==> src/rtl/rst_init_pkg.sv <==
package rst_init_pkg;
  localparam int WORD_W = 32;

  localparam logic [WORD_W-1:0] FLAGS_START = 32'h0000_0002;
  localparam logic [WORD_W-1:0] IP_START    = 32'h0000_FFF0;
  localparam logic [WORD_W-1:0] CTRL_START  = 32'h6000_0010;
  localparam logic [WORD_W-1:0] ACC_PASS    = 32'h0000_0000;
  localparam logic [WORD_W-1:0] ACC_FAULT   = 32'h0000_0001;

  typedef enum logic [2:0] {
    ST_HWHOLD,
    ST_SOFTHOLD,
    ST_SELFTEST,
    ST_LOADED,
    ST_READY
  } seq_state_e;

  typedef struct packed {
    logic tlb;
    logic btb;
    logic cache;
    logic msr;
    logic fpu;
  } inv_vec_t;

  localparam inv_vec_t INV_FULL = '{tlb: 1'b1, btb: 1'b1, cache: 1'b1, msr: 1'b1, fpu: 1'b1};
  localparam inv_vec_t INV_SOFT = '{tlb: 1'b1, btb: 1'b1, cache: 1'b0, msr: 1'b0, fpu: 1'b0};
endpackage

==> src/rtl/rsi_selftest.sv <==
module rsi_selftest
  import rst_init_pkg::*;
#(
  parameter int BIST_CYCLES = 64
) (
  input  logic clk,
  input  logic rst_n,
  input  logic run_i,
  input  logic fault_i,
  output logic done_o,
  output logic fail_o
);
  localparam int CNT_W = (BIST_CYCLES < 2) ? 1 : $clog2(BIST_CYCLES);
  localparam logic [CNT_W-1:0] LAST = CNT_W'(BIST_CYCLES - 1);

  logic [CNT_W-1:0] cnt_q;
  logic             fault_seen_q;

  always_ff @(posedge clk or negedge rst_n) begin
    if (!rst_n) begin
      cnt_q <= '0;
    end else if (run_i && !done_o) begin
      cnt_q <= cnt_q + 1'b1;
    end else begin
      cnt_q <= '0;
    end
  end

  always_ff @(posedge clk or negedge rst_n) begin
    if (!rst_n) begin
      fault_seen_q <= 1'b0;
    end else if (!run_i) begin
      fault_seen_q <= 1'b0;
    end else if (fault_i) begin
      fault_seen_q <= 1'b1;
    end
  end

  assign done_o = run_i && (cnt_q == LAST);
  assign fail_o = fault_seen_q || fault_i;
endmodule

==> src/rtl/rsi_arch_regs.sv <==
module rsi_arch_regs
  import rst_init_pkg::*;
(
  input  logic              clk,
  input  logic              rst_n,
  input  logic              load_i,
  input  logic              result_we_i,
  input  logic              result_fail_i,
  output logic [WORD_W-1:0] flags_o,
  output logic [WORD_W-1:0] ip_o,
  output logic [WORD_W-1:0] ctrl_o,
  output logic [WORD_W-1:0] acc_o
);
  always_ff @(posedge clk or negedge rst_n) begin
    if (!rst_n) begin
      flags_o <= FLAGS_START;
      ip_o    <= IP_START;
      ctrl_o  <= CTRL_START;
    end else if (load_i) begin
      flags_o <= FLAGS_START;
      ip_o    <= IP_START;
      ctrl_o  <= CTRL_START;
    end
  end

  always_ff @(posedge clk or negedge rst_n) begin
    if (!rst_n) begin
      acc_o <= ACC_PASS;
    end else if (result_we_i) begin
      acc_o <= result_fail_i ? ACC_FAULT : ACC_PASS;
    end
  end
endmodule

==> src/rtl/rsi_seq_fsm.sv <==
module rsi_seq_fsm
  import rst_init_pkg::*;
(
  input  logic       clk,
  input  logic       rst_n,
  input  logic       init_n,
  input  logic       strap_i,
  input  logic       test_done_i,
  output logic       test_run_o,
  output logic       load_o,
  output inv_vec_t   inv_o,
  output logic       ready_o
);
  seq_state_e state_q;

  always_ff @(posedge clk or negedge rst_n) begin
    if (!rst_n) begin
      state_q <= ST_HWHOLD;
      inv_o   <= '0;
      ready_o <= 1'b0;
    end else begin
      inv_o <= '0;
      if (!init_n) begin
        if (state_q != ST_HWHOLD) begin
          state_q <= ST_SOFTHOLD;
        end
        ready_o <= 1'b0;
      end else begin
        unique case (state_q)
          ST_HWHOLD: begin
            inv_o   <= INV_FULL;
            state_q <= strap_i ? ST_SELFTEST : ST_LOADED;
          end
          ST_SOFTHOLD: begin
            inv_o   <= INV_SOFT;
            state_q <= ST_LOADED;
          end
          ST_SELFTEST: begin
            if (test_done_i) begin
              state_q <= ST_LOADED;
            end
          end
          ST_LOADED: begin
            state_q <= ST_READY;
            ready_o <= 1'b1;
          end
          ST_READY: begin
            ready_o <= 1'b1;
          end
          default: state_q <= ST_HWHOLD;
        endcase
      end
    end
  end

  assign test_run_o = (state_q == ST_SELFTEST) && init_n;
  assign load_o     = init_n && ((state_q == ST_HWHOLD) || (state_q == ST_SOFTHOLD));
endmodule

==> src/rtl/rst_init_seq.sv <==
module rst_init_seq
  import rst_init_pkg::*;
#(
  parameter int BIST_CYCLES = 64
) (
  input  logic        clk,
  input  logic        rst_n,
  input  logic        init_n,
  input  logic        bist_req_i,
  input  logic        fault_inj_i,
  output logic [31:0] flags_o,
  output logic [31:0] ip_o,
  output logic [31:0] ctrl_o,
  output logic [31:0] acc_o,
  output logic        inv_tlb_o,
  output logic        inv_btb_o,
  output logic        inv_cache_o,
  output logic        inv_msr_o,
  output logic        inv_fpu_o,
  output logic        ready_o
);
  logic     test_run;
  logic     test_done;
  logic     test_fail;
  logic     load_now;
  inv_vec_t inv;

  rsi_seq_fsm u_fsm (
    .clk         (clk),
    .rst_n       (rst_n),
    .init_n      (init_n),
    .strap_i     (bist_req_i),
    .test_done_i (test_done),
    .test_run_o  (test_run),
    .load_o      (load_now),
    .inv_o       (inv),
    .ready_o     (ready_o)
  );

  rsi_selftest #(
    .BIST_CYCLES (BIST_CYCLES)
  ) u_selftest (
    .clk     (clk),
    .rst_n   (rst_n),
    .run_i   (test_run),
    .fault_i (fault_inj_i),
    .done_o  (test_done),
    .fail_o  (test_fail)
  );

  rsi_arch_regs u_regs (
    .clk           (clk),
    .rst_n         (rst_n),
    .load_i        (load_now),
    .result_we_i   (test_done),
    .result_fail_i (test_fail),
    .flags_o       (flags_o),
    .ip_o          (ip_o),
    .ctrl_o        (ctrl_o),
    .acc_o         (acc_o)
  );

  assign inv_tlb_o   = inv.tlb;
  assign inv_btb_o   = inv.btb;
  assign inv_cache_o = inv.cache;
  assign inv_msr_o   = inv.msr;
  assign inv_fpu_o   = inv.fpu;
endmodule

==> config.mk <==
export PLATFORM = sky130hd
export DESIGN_NAME = rst_init_seq
export DESIGN_NICKNAME = d
export VERILOG_FILES = /design/src/rtl/rst_init_pkg.sv /design/src/rtl/rsi_selftest.sv /design/src/rtl/rsi_arch_regs.sv /design/src/rtl/rsi_seq_fsm.sv /design/src/rtl/rst_init_seq.sv
export SDC_FILE = /design/constraint.sdc
export NUM_CORES = 1
export LEC_CHECK = 0
export BUFFER_PORTS_ARGS = -buffer_cell sky130_fd_sc_hd__buf_4
export CORE_UTILIZATION = 42
export DETAILED_ROUTE_END_ITERATION = 10
export PLACE_DENSITY = 0.87
export SLEW_MARGIN = 20
export SYNTH_ARGS = -nofsm -noshare
export SYNTH_HDL_FRONTEND = slang
export SYNTH_SLANG_ARGS = --single-unit
==> constraint.sdc <==
create_clock -name clk -period 3.9 [get_ports clk]
set_input_delay 0.975 -clock clk [delete_from_list [all_inputs] [get_ports clk]]
set_output_delay 0.975 -clock clk [all_outputs]
set_load 0.03 [all_outputs]
==> metrics.txt, run 1 <==
# port buffers=11; layout cell share with drive strength beyond 1=approximately a tenth; Final period util=a little under half; vias in the first global route=458; clk_skew=0.000859 ns; RSZ-0062 raised after global routing=false; crit path max fanout=6; DRC=0; switching power total=~280 µW; Routed WL=1.48 mm; final std cells w/o fill=242; Worst Setup End Kind=flop; depth of the CTS H-tree=1; I/O pin count=between 100 and 150; final setup vio count=0; Final ANT Viol Nets=0; post-synth cell types=27; clk sink count=14; first-pass GRT wire length=1.96 mm; DIE WIDTH=roughly 64 µm; setup bufs post-CTS=0; power consumption=558 µW; Max Freq=552 MHz; setup total negative slack=0 ns; mapped cell area=0.00161 mm²; Final Slew Violations=0; worst vdd ir=around 110 µV; core area=~0.0037 mm²; Post-Synth Adder-Cell Area=0.777%; Clk Latency, worst-skew pair=0.24 ns; Layout area overhead=-20.5%; #FFs+latches synth=14; Die H=63.9 µm; Initial Util=about 44%; via-per-instance ratio=between 3 and 4; routed via count=757; largest net degree at the start of global routing=15; Fin. Hold Viols=0; Post-CTS Resized=0; DRT Pass-1 Iters=3; min Tclk post-route=1.81 ns; Final HPWL DP=1.26 mm; Worst Hold Class=reg2reg; Logic pwr share=a little under half; Fillers=~410; Root Driver=clkbuf_8; startpoint types=input pin; Clk pin slew, worst setup/hold paths=approximately 0.050 ns; Util after Layout=around a third; Synth Area in Simple Gates=a little under a tenth; main combinational cell family by area after synthesis=buffers and inverters; clock share of power=between 20% and 30%; Power Dens Cells=between 400 and 500 mW/mm²; Synth Area per Inst=roughly 8.7 µm²; worst slack, placed=between 1.5 and 2 ns; Rows=22; Pint=around 280 µW; Max Buffers Root-to-Sink=2; clock tree from TritonCTS=yes; WL/cell=just over 6 µm; Final GP Congestion=0.728; CTS buffer count=3; Antenna diodes=0; YS warnings=0; Crit path arrival time=roughly 1.9 ns; placed insts=around 240; hold-fix buffers at CTS=0; GRT overflow=0; Final WS setup=approximately 2.1 ns; Setup CP Type=in2reg; fin nets=just over 200; mux contribution to synthesized area=0.932%; Leak=just under 0.8 nW; xor/xnor cell area share of the yosys netlist=approximately 1.6%; post-synthesis compound-gate area fraction=under 10%; initial DRC count=13; MaxCap Viol Count=0; switching share of power=between 50% and 60%; reg2reg setup slack=2.36 ns; gr usage total=around 6.7%; synthesized instance count=about 190; die area=0.00409 mm²; register share of total power=approximately a third; outcome=finished clean; Critical Path RT=4.02 ns; register area share after synthesis=between 20% and 30%; antenna violations before repair=0
sequential cells by signal, summed over array words and instances (netlist names):
register                 cells
u_fsm.inv_o                  2
u_fsm.ready_o                1
u_fsm.state_q                3
u_regs.acc_o                 1
u_selftest.cnt_q             6
u_selftest.fault_seen_q      1
power groups by stage:
stage               registers (mW)  logic, mW  clock network (mW)
floorplan                    0.195      0.324                   0
global placement             0.189      0.253                   0
detailed placement           0.190      0.255                   0
CTS                          0.189      0.255               0.118
global route                 0.193      0.270               0.127
finish                       0.188      0.256               0.114
synthesized netlist by cell type (all sizes together):
master	number	area (µm²)
a21o	1	8.76
a21oi	3	15.0
and2	1	6.26
and2b	1	8.76
and4	1	8.76
buf	131	983
conb	2	7.51
dfrtp	14	350
ha	1	12.5
inv	2	7.51
mux2	1	15.0
nand2	2	7.51
nand3	4	20.0
nand4bb	1	27.5
nor2	6	22.5
nor3	1	5.00
nor3b	1	7.51
o21a	1	7.51
o21ai	2	10.0
o21bai	1	7.51
o311ai	1	8.76
or2	1	6.26
or2b	1	8.76
or3	2	12.5
or3b	1	8.76
xnor2	1	8.76
xor2	2	17.5
cells by family after synthesis:
family / Yosys count
compound gates: 9
xor+xnor: 3
fa+ha+maj: 1
buf+inv: 133
flops: 14
mux: 1
other cells: 2
simple gates: 23
worst max-delay path, cell delays in order:
cell	delay, ns
buf_4	0.12
nand4bb_4	0.13
or3_1	0.41
mux2_4	0.31
placed cells by master, fill, tap and decap left out:
cell,n
a21o_2,1
a21oi_1,3
and2_1,1
and2b_2,1
and4_1,1
buf_4,11
clkbuf_8,3
conb_1,127
dfrtp_1,14
ha_1,1
inv_1,2
mux2_4,1
nand2_1,2
nand3_1,4
nand4bb_4,1
nor2_1,6
nor3_1,1
nor3b_1,1
o21a_1,1
o21ai_0,2
o21bai_1,1
o311ai_0,1
or2_2,1
or2b_2,1
or3_1,2
or3b_1,1
xnor2_1,1
xor2_1,2
metal layers:
metal | track usage (%) | wire [µm]
met1 | 6.03 | 468
met2 | 10.5 | 747
met3 | 5.18 | 237
met4 | 4.26 | 29
met5 | 0 | 0
worst paths after layout:
path,start,end,depth (start not counted)
max,init_n,u_regs.acc_o[0],4
min,u_selftest.cnt_q[0],u_selftest.cnt_q[0],1
min in group asynchronous,rst_n,u_fsm.state_q[0],1
max in group asynchronous,rst_n,u_regs.acc_o[0],1
min reg2reg,u_selftest.cnt_q[0],u_selftest.cnt_q[0],1
max reg2reg,u_fsm.state_q[2],u_regs.acc_o[0],3
layout make-up:
cell class | instances | area, µm² | area share [%]
Sequential cell | 14 | 350 | 27.4
Clock buffer | 3 | 41.3 | 3.23
Tap cell | 48 | 60.1 | 4.69
Inverter | 2 | 7.51 | 0.587
Timing Repair Buffer | 11 | 82.6 | 6.45
Multi-Input combinational cell | 164 | 738 | 57.7
through the flow:
stage	area (µm²)	hold WS, ns
after detailed placement	1240	0.453
final	1280	0.462
after global placement	1240	0.443
after CTS	1280	0.460
after global routing	1280	0.486
after floorplan	2080	0.430
Note: power is estimated with default switching activity, not from simulation.
==> inputs of run 2 (changes only) <==
--- a/config.mk
+++ b/config.mk
@@ -5,10 +5,11 @@
 export SDC_FILE = /design/constraint.sdc
 export NUM_CORES = 1
 export LEC_CHECK = 0
+export ABC_AREA = 1
 export BUFFER_PORTS_ARGS = -buffer_cell sky130_fd_sc_hd__buf_4
-export CORE_UTILIZATION = 42
+export CORE_UTILIZATION = 39
 export DETAILED_ROUTE_END_ITERATION = 10
-export PLACE_DENSITY = 0.87
+export PLACE_DENSITY = 0.81
 export SLEW_MARGIN = 20
 export SYNTH_ARGS = -nofsm -noshare
 export SYNTH_HDL_FRONTEND = slang
==> constraint.sdc (replaced) <==
create_clock -name clk -period 1.7 [get_ports clk]
set_input_delay 0.425 -clock clk [delete_from_list [all_inputs] [get_ports clk]]
set_output_delay 0.425 -clock clk [all_outputs]
set_load 0.03 [all_outputs]
==> run 2 against run 1 <==
Net effect: wire length rose by 11%; area after synthesis is 1.9% higher; count of clock-buffer cells in the layout grew 1; first-iteration DRC count decreased by 85%; combinational power grew 150%; clock skew barely moved; via count grew 11%; design area grew 4.3%; sequential power is 130% higher; synthesized cell count is 12% higher.
==> metrics.txt, run 2 <==
worst path bufs/invs=1 (unchanged); GRT overflow=0 (unchanged); Fin Hold WS=0.00913 ns (was 0.462 ns); delay-heaviest family, CP=flip-flops (was simple AND/OR/NAND/NOR gates); Synth Area per Inst=7.85 µm² (was 8.66 µm²); vias in the first global route=513 (was 458); power consumption=1.40 mW (was 558 µW); count leader, synth=buf_4 (unchanged); number of synthesized flops with an enable pin=0 (unchanged); Biggest register=u_selftest.cnt_q (unchanged); Initial Util=40.7% (was 44.0%); register area share after synthesis=21.3% (was 21.8%); worst vdd ir=342 µV (was 108 µV); startpoint types=flop (was input pin); I/O pin count=139 (unchanged); gr usage total=7.16% (was 6.72%); Rows=23 (was 22); post-synth cell types=18 (was 27); # port buffers=11 (unchanged); Final ANT Viol Nets=0 (unchanged); MaxCap Viol Count=0 (unchanged); Layout area overhead=-18.7% (was -20.5%); Largest register FFs=6 (unchanged); Fillers=438 (was 406); reg2reg setup slack=0.50 ns (was 2.36 ns); YS warnings=0 (unchanged); Die H=66.9 µm (was 63.9 µm); clk_skew=0.000632 ns (was 0.000859 ns); share of flip-flops with an asynchronous set or reset=100% (unchanged); min Tclk post-route=1.25 ns; most frequent cells in the layout=conb_1 (127), nand2_1 (16), dfrtp_1 (14) (was conb_1 (127), dfrtp_1 (14), buf_4 (11)); core area=0.00403 mm² (was 0.00366 mm²); register area=350 µm² (unchanged); routed via count=837 (was 757); die area=0.00447 mm² (was 0.00409 mm²); DRT Pass-1 Iters=2 (was 3); Setup CP Type=reg2out (was in2reg); Max Used Layer=met4 (unchanged); clk sink count=14 (unchanged); main area contributors after synthesis=buf_4 (59%), dfrtp_1 (21%), nand2_1 (3.7%) (was buf_4 (61%), dfrtp_1 (22%), nand4bb_4 (1.7%)); CP max stage cell=dfrtp_1 (was or3_1); Root Driver=clkbuf_8 (unchanged); Crit path arrival time=0.83 ns (was 1.94 ns); clock tree from TritonCTS=yes (unchanged); Final HPWL DP=1.37 mm (was 1.26 mm); Routed WL=1.65 mm (was 1.48 mm); Placement Cell Area=0.00128 mm² (was 0.00124 mm²); initial DRC count=2 (was 13); Yosys top cell by area=buf_4 (unchanged); setup bufs post-CTS=0 (unchanged); WL met2=811 µm (was 747 µm); depth of the CTS H-tree=1 (unchanged); biggest regs=u_selftest.cnt_q x6, u_fsm.state_q x3, u_fsm.inv_o x2 (unchanged); Final period util=around 74%; WL/cell=6.13 µm (was 6.12 µm); area of the multi-input gates=747 µm² (was 738 µm²); Final Slew Violations=0 (unchanged); outcome=finished clean (unchanged); Antenna diodes=0 (unchanged); Clk pin slew, worst setup/hold paths=0.06 ns (was 0.05 ns); Max Freq=around 800 MHz; Power Dens Cells=1050 mW/mm² (was 436 mW/mm²); Worst Setup End Kind=primary output (was flop); met1 WL=512 µm (was 468 µm); setup total negative slack=0 ns (unchanged); CTS buffer count=3 (unchanged); antenna violations before repair=0 (unchanged); placed insts=265 (was 239); top_reg_cell synth=dfrtp_1 (unchanged); final std cells w/o fill=269 (was 242); Worst Hold Class=in2async (was reg2reg); synthesized instance count=209 (was 186); hold-fix buffers at CTS=0 (unchanged); #FFs+latches synth=14 (unchanged); Post-CTS Resized=0 (unchanged); via-per-instance ratio=3.11 (was 3.13); largest net degree at the start of global routing=15 (unchanged); Finished Cell Area=0.00134 mm² (was 0.00128 mm²); final setup vio count=0 (unchanged); Max Buffers Root-to-Sink=2 (unchanged); worst path cell trace=buf_4 (was buf_4 -> nand4bb_4 -> or3_1 -> mux2_4); top post-synthesis cells by count=buf_4 (130), nand2_1 (16), dfrtp_1 (14) (was buf_4 (131), dfrtp_1 (14), nor2_1 (6)); most common cell after layout, fill and taps aside=conb_1 (unchanged); RSZ-0062 raised after global routing=false (unchanged); Leak=0.820 nW (was 0.769 nW); Fin. Hold Viols=0 (unchanged); crit path max fanout=3 (was 6); mapped cell area=0.00164 mm² (was 0.00161 mm²); fin nets=226 (was 202); Critical Path RT=1.27 ns (was 4.02 ns); Clk Latency, worst-skew pair=0.25 ns (was 0.24 ns); max incr delay on CP=0.40 ns (was 0.41 ns); Final GP Congestion=0.765 (was 0.728); DIE WIDTH=66.9 µm (was 63.9 µm); routed wl met3=269 µm (was 237 µm); DRC=0 (unchanged); post-synth top area share=59.5% (was 61.1%); layout cell share with drive strength beyond 1=11.9% (was 10.3%); first-pass GRT wire length=2.18 mm (was 1.96 mm)
## run 2: final cells by class
class,count,area share [%]
flip-flops and latches,14,26.2
clock buffers,4,4.12
inverters,10,2.81
repair buffers,11,6.19
well taps,50,4.69
multi-input cells,180,56.0
## run 2: worst paths after layout
path	endpoint	depth (start not counted)	from
setup / recovery	inv_cache_o	1	u_fsm.inv_o[2]
hold / removal	u_fsm.inv_o[2]	1	rst_n
setup reg to reg	u_fsm.state_q[0]	7	u_selftest.cnt_q[0]
hold reg to reg	u_selftest.cnt_q[0]	1	u_selftest.cnt_q[0]
max in group asynchronous	u_selftest.cnt_q[2]	1	rst_n
min in group clk	u_fsm.ready_o	3	init_n
## run 2: logic make-up after synthesis
| logic type | count (synthesis) | share of synthesized area [%] |
|---|---|---|
| AOI/OAI and AO/OA | 5 | 1.52 |
| xor gates and xnor gates | 3 | 1.60 |
| adders and majority gates | 1 | 0.762 |
| buffers and inverters | 140 | 61.7 |
| DFF | 14 | 21.3 |
| other | 2 | 0.457 |
| and+or+nand+nor | 44 | 12.6 |
## run 2: stage by stage
| step | worst slack [ns] | utilization (%) |
|---|---|---|
| 2_1_floorplan | 0.553 | - |
| 5_1_grt | 0.352 | 33.1 |
| 3_3_place_gp | 0.541 | 31.8 |
| 3_5_place_dp | 0.493 | 31.8 |
| 6_report | 0.448 | 33.1 |
| 4_1_cts | 0.426 | 33.1 |
## run 2: routing by layer
metal | global-route usage [%] | up-vias
li1 | - | 393
met4 | 7.18 | 0
met2 | 10.5 | 77
met5 | 0 | -
met3 | 3.94 | 5
met1 | 6.92 | 362
## run 2: where the power goes
group          internal [mW]  switching [mW]  leakage (nW)
Sequential             0.379          0.0558         0.188
Combinational         0.0995           0.534         0.604
Clock                  0.205           0.122        0.0288
Total                  0.684           0.712         0.820
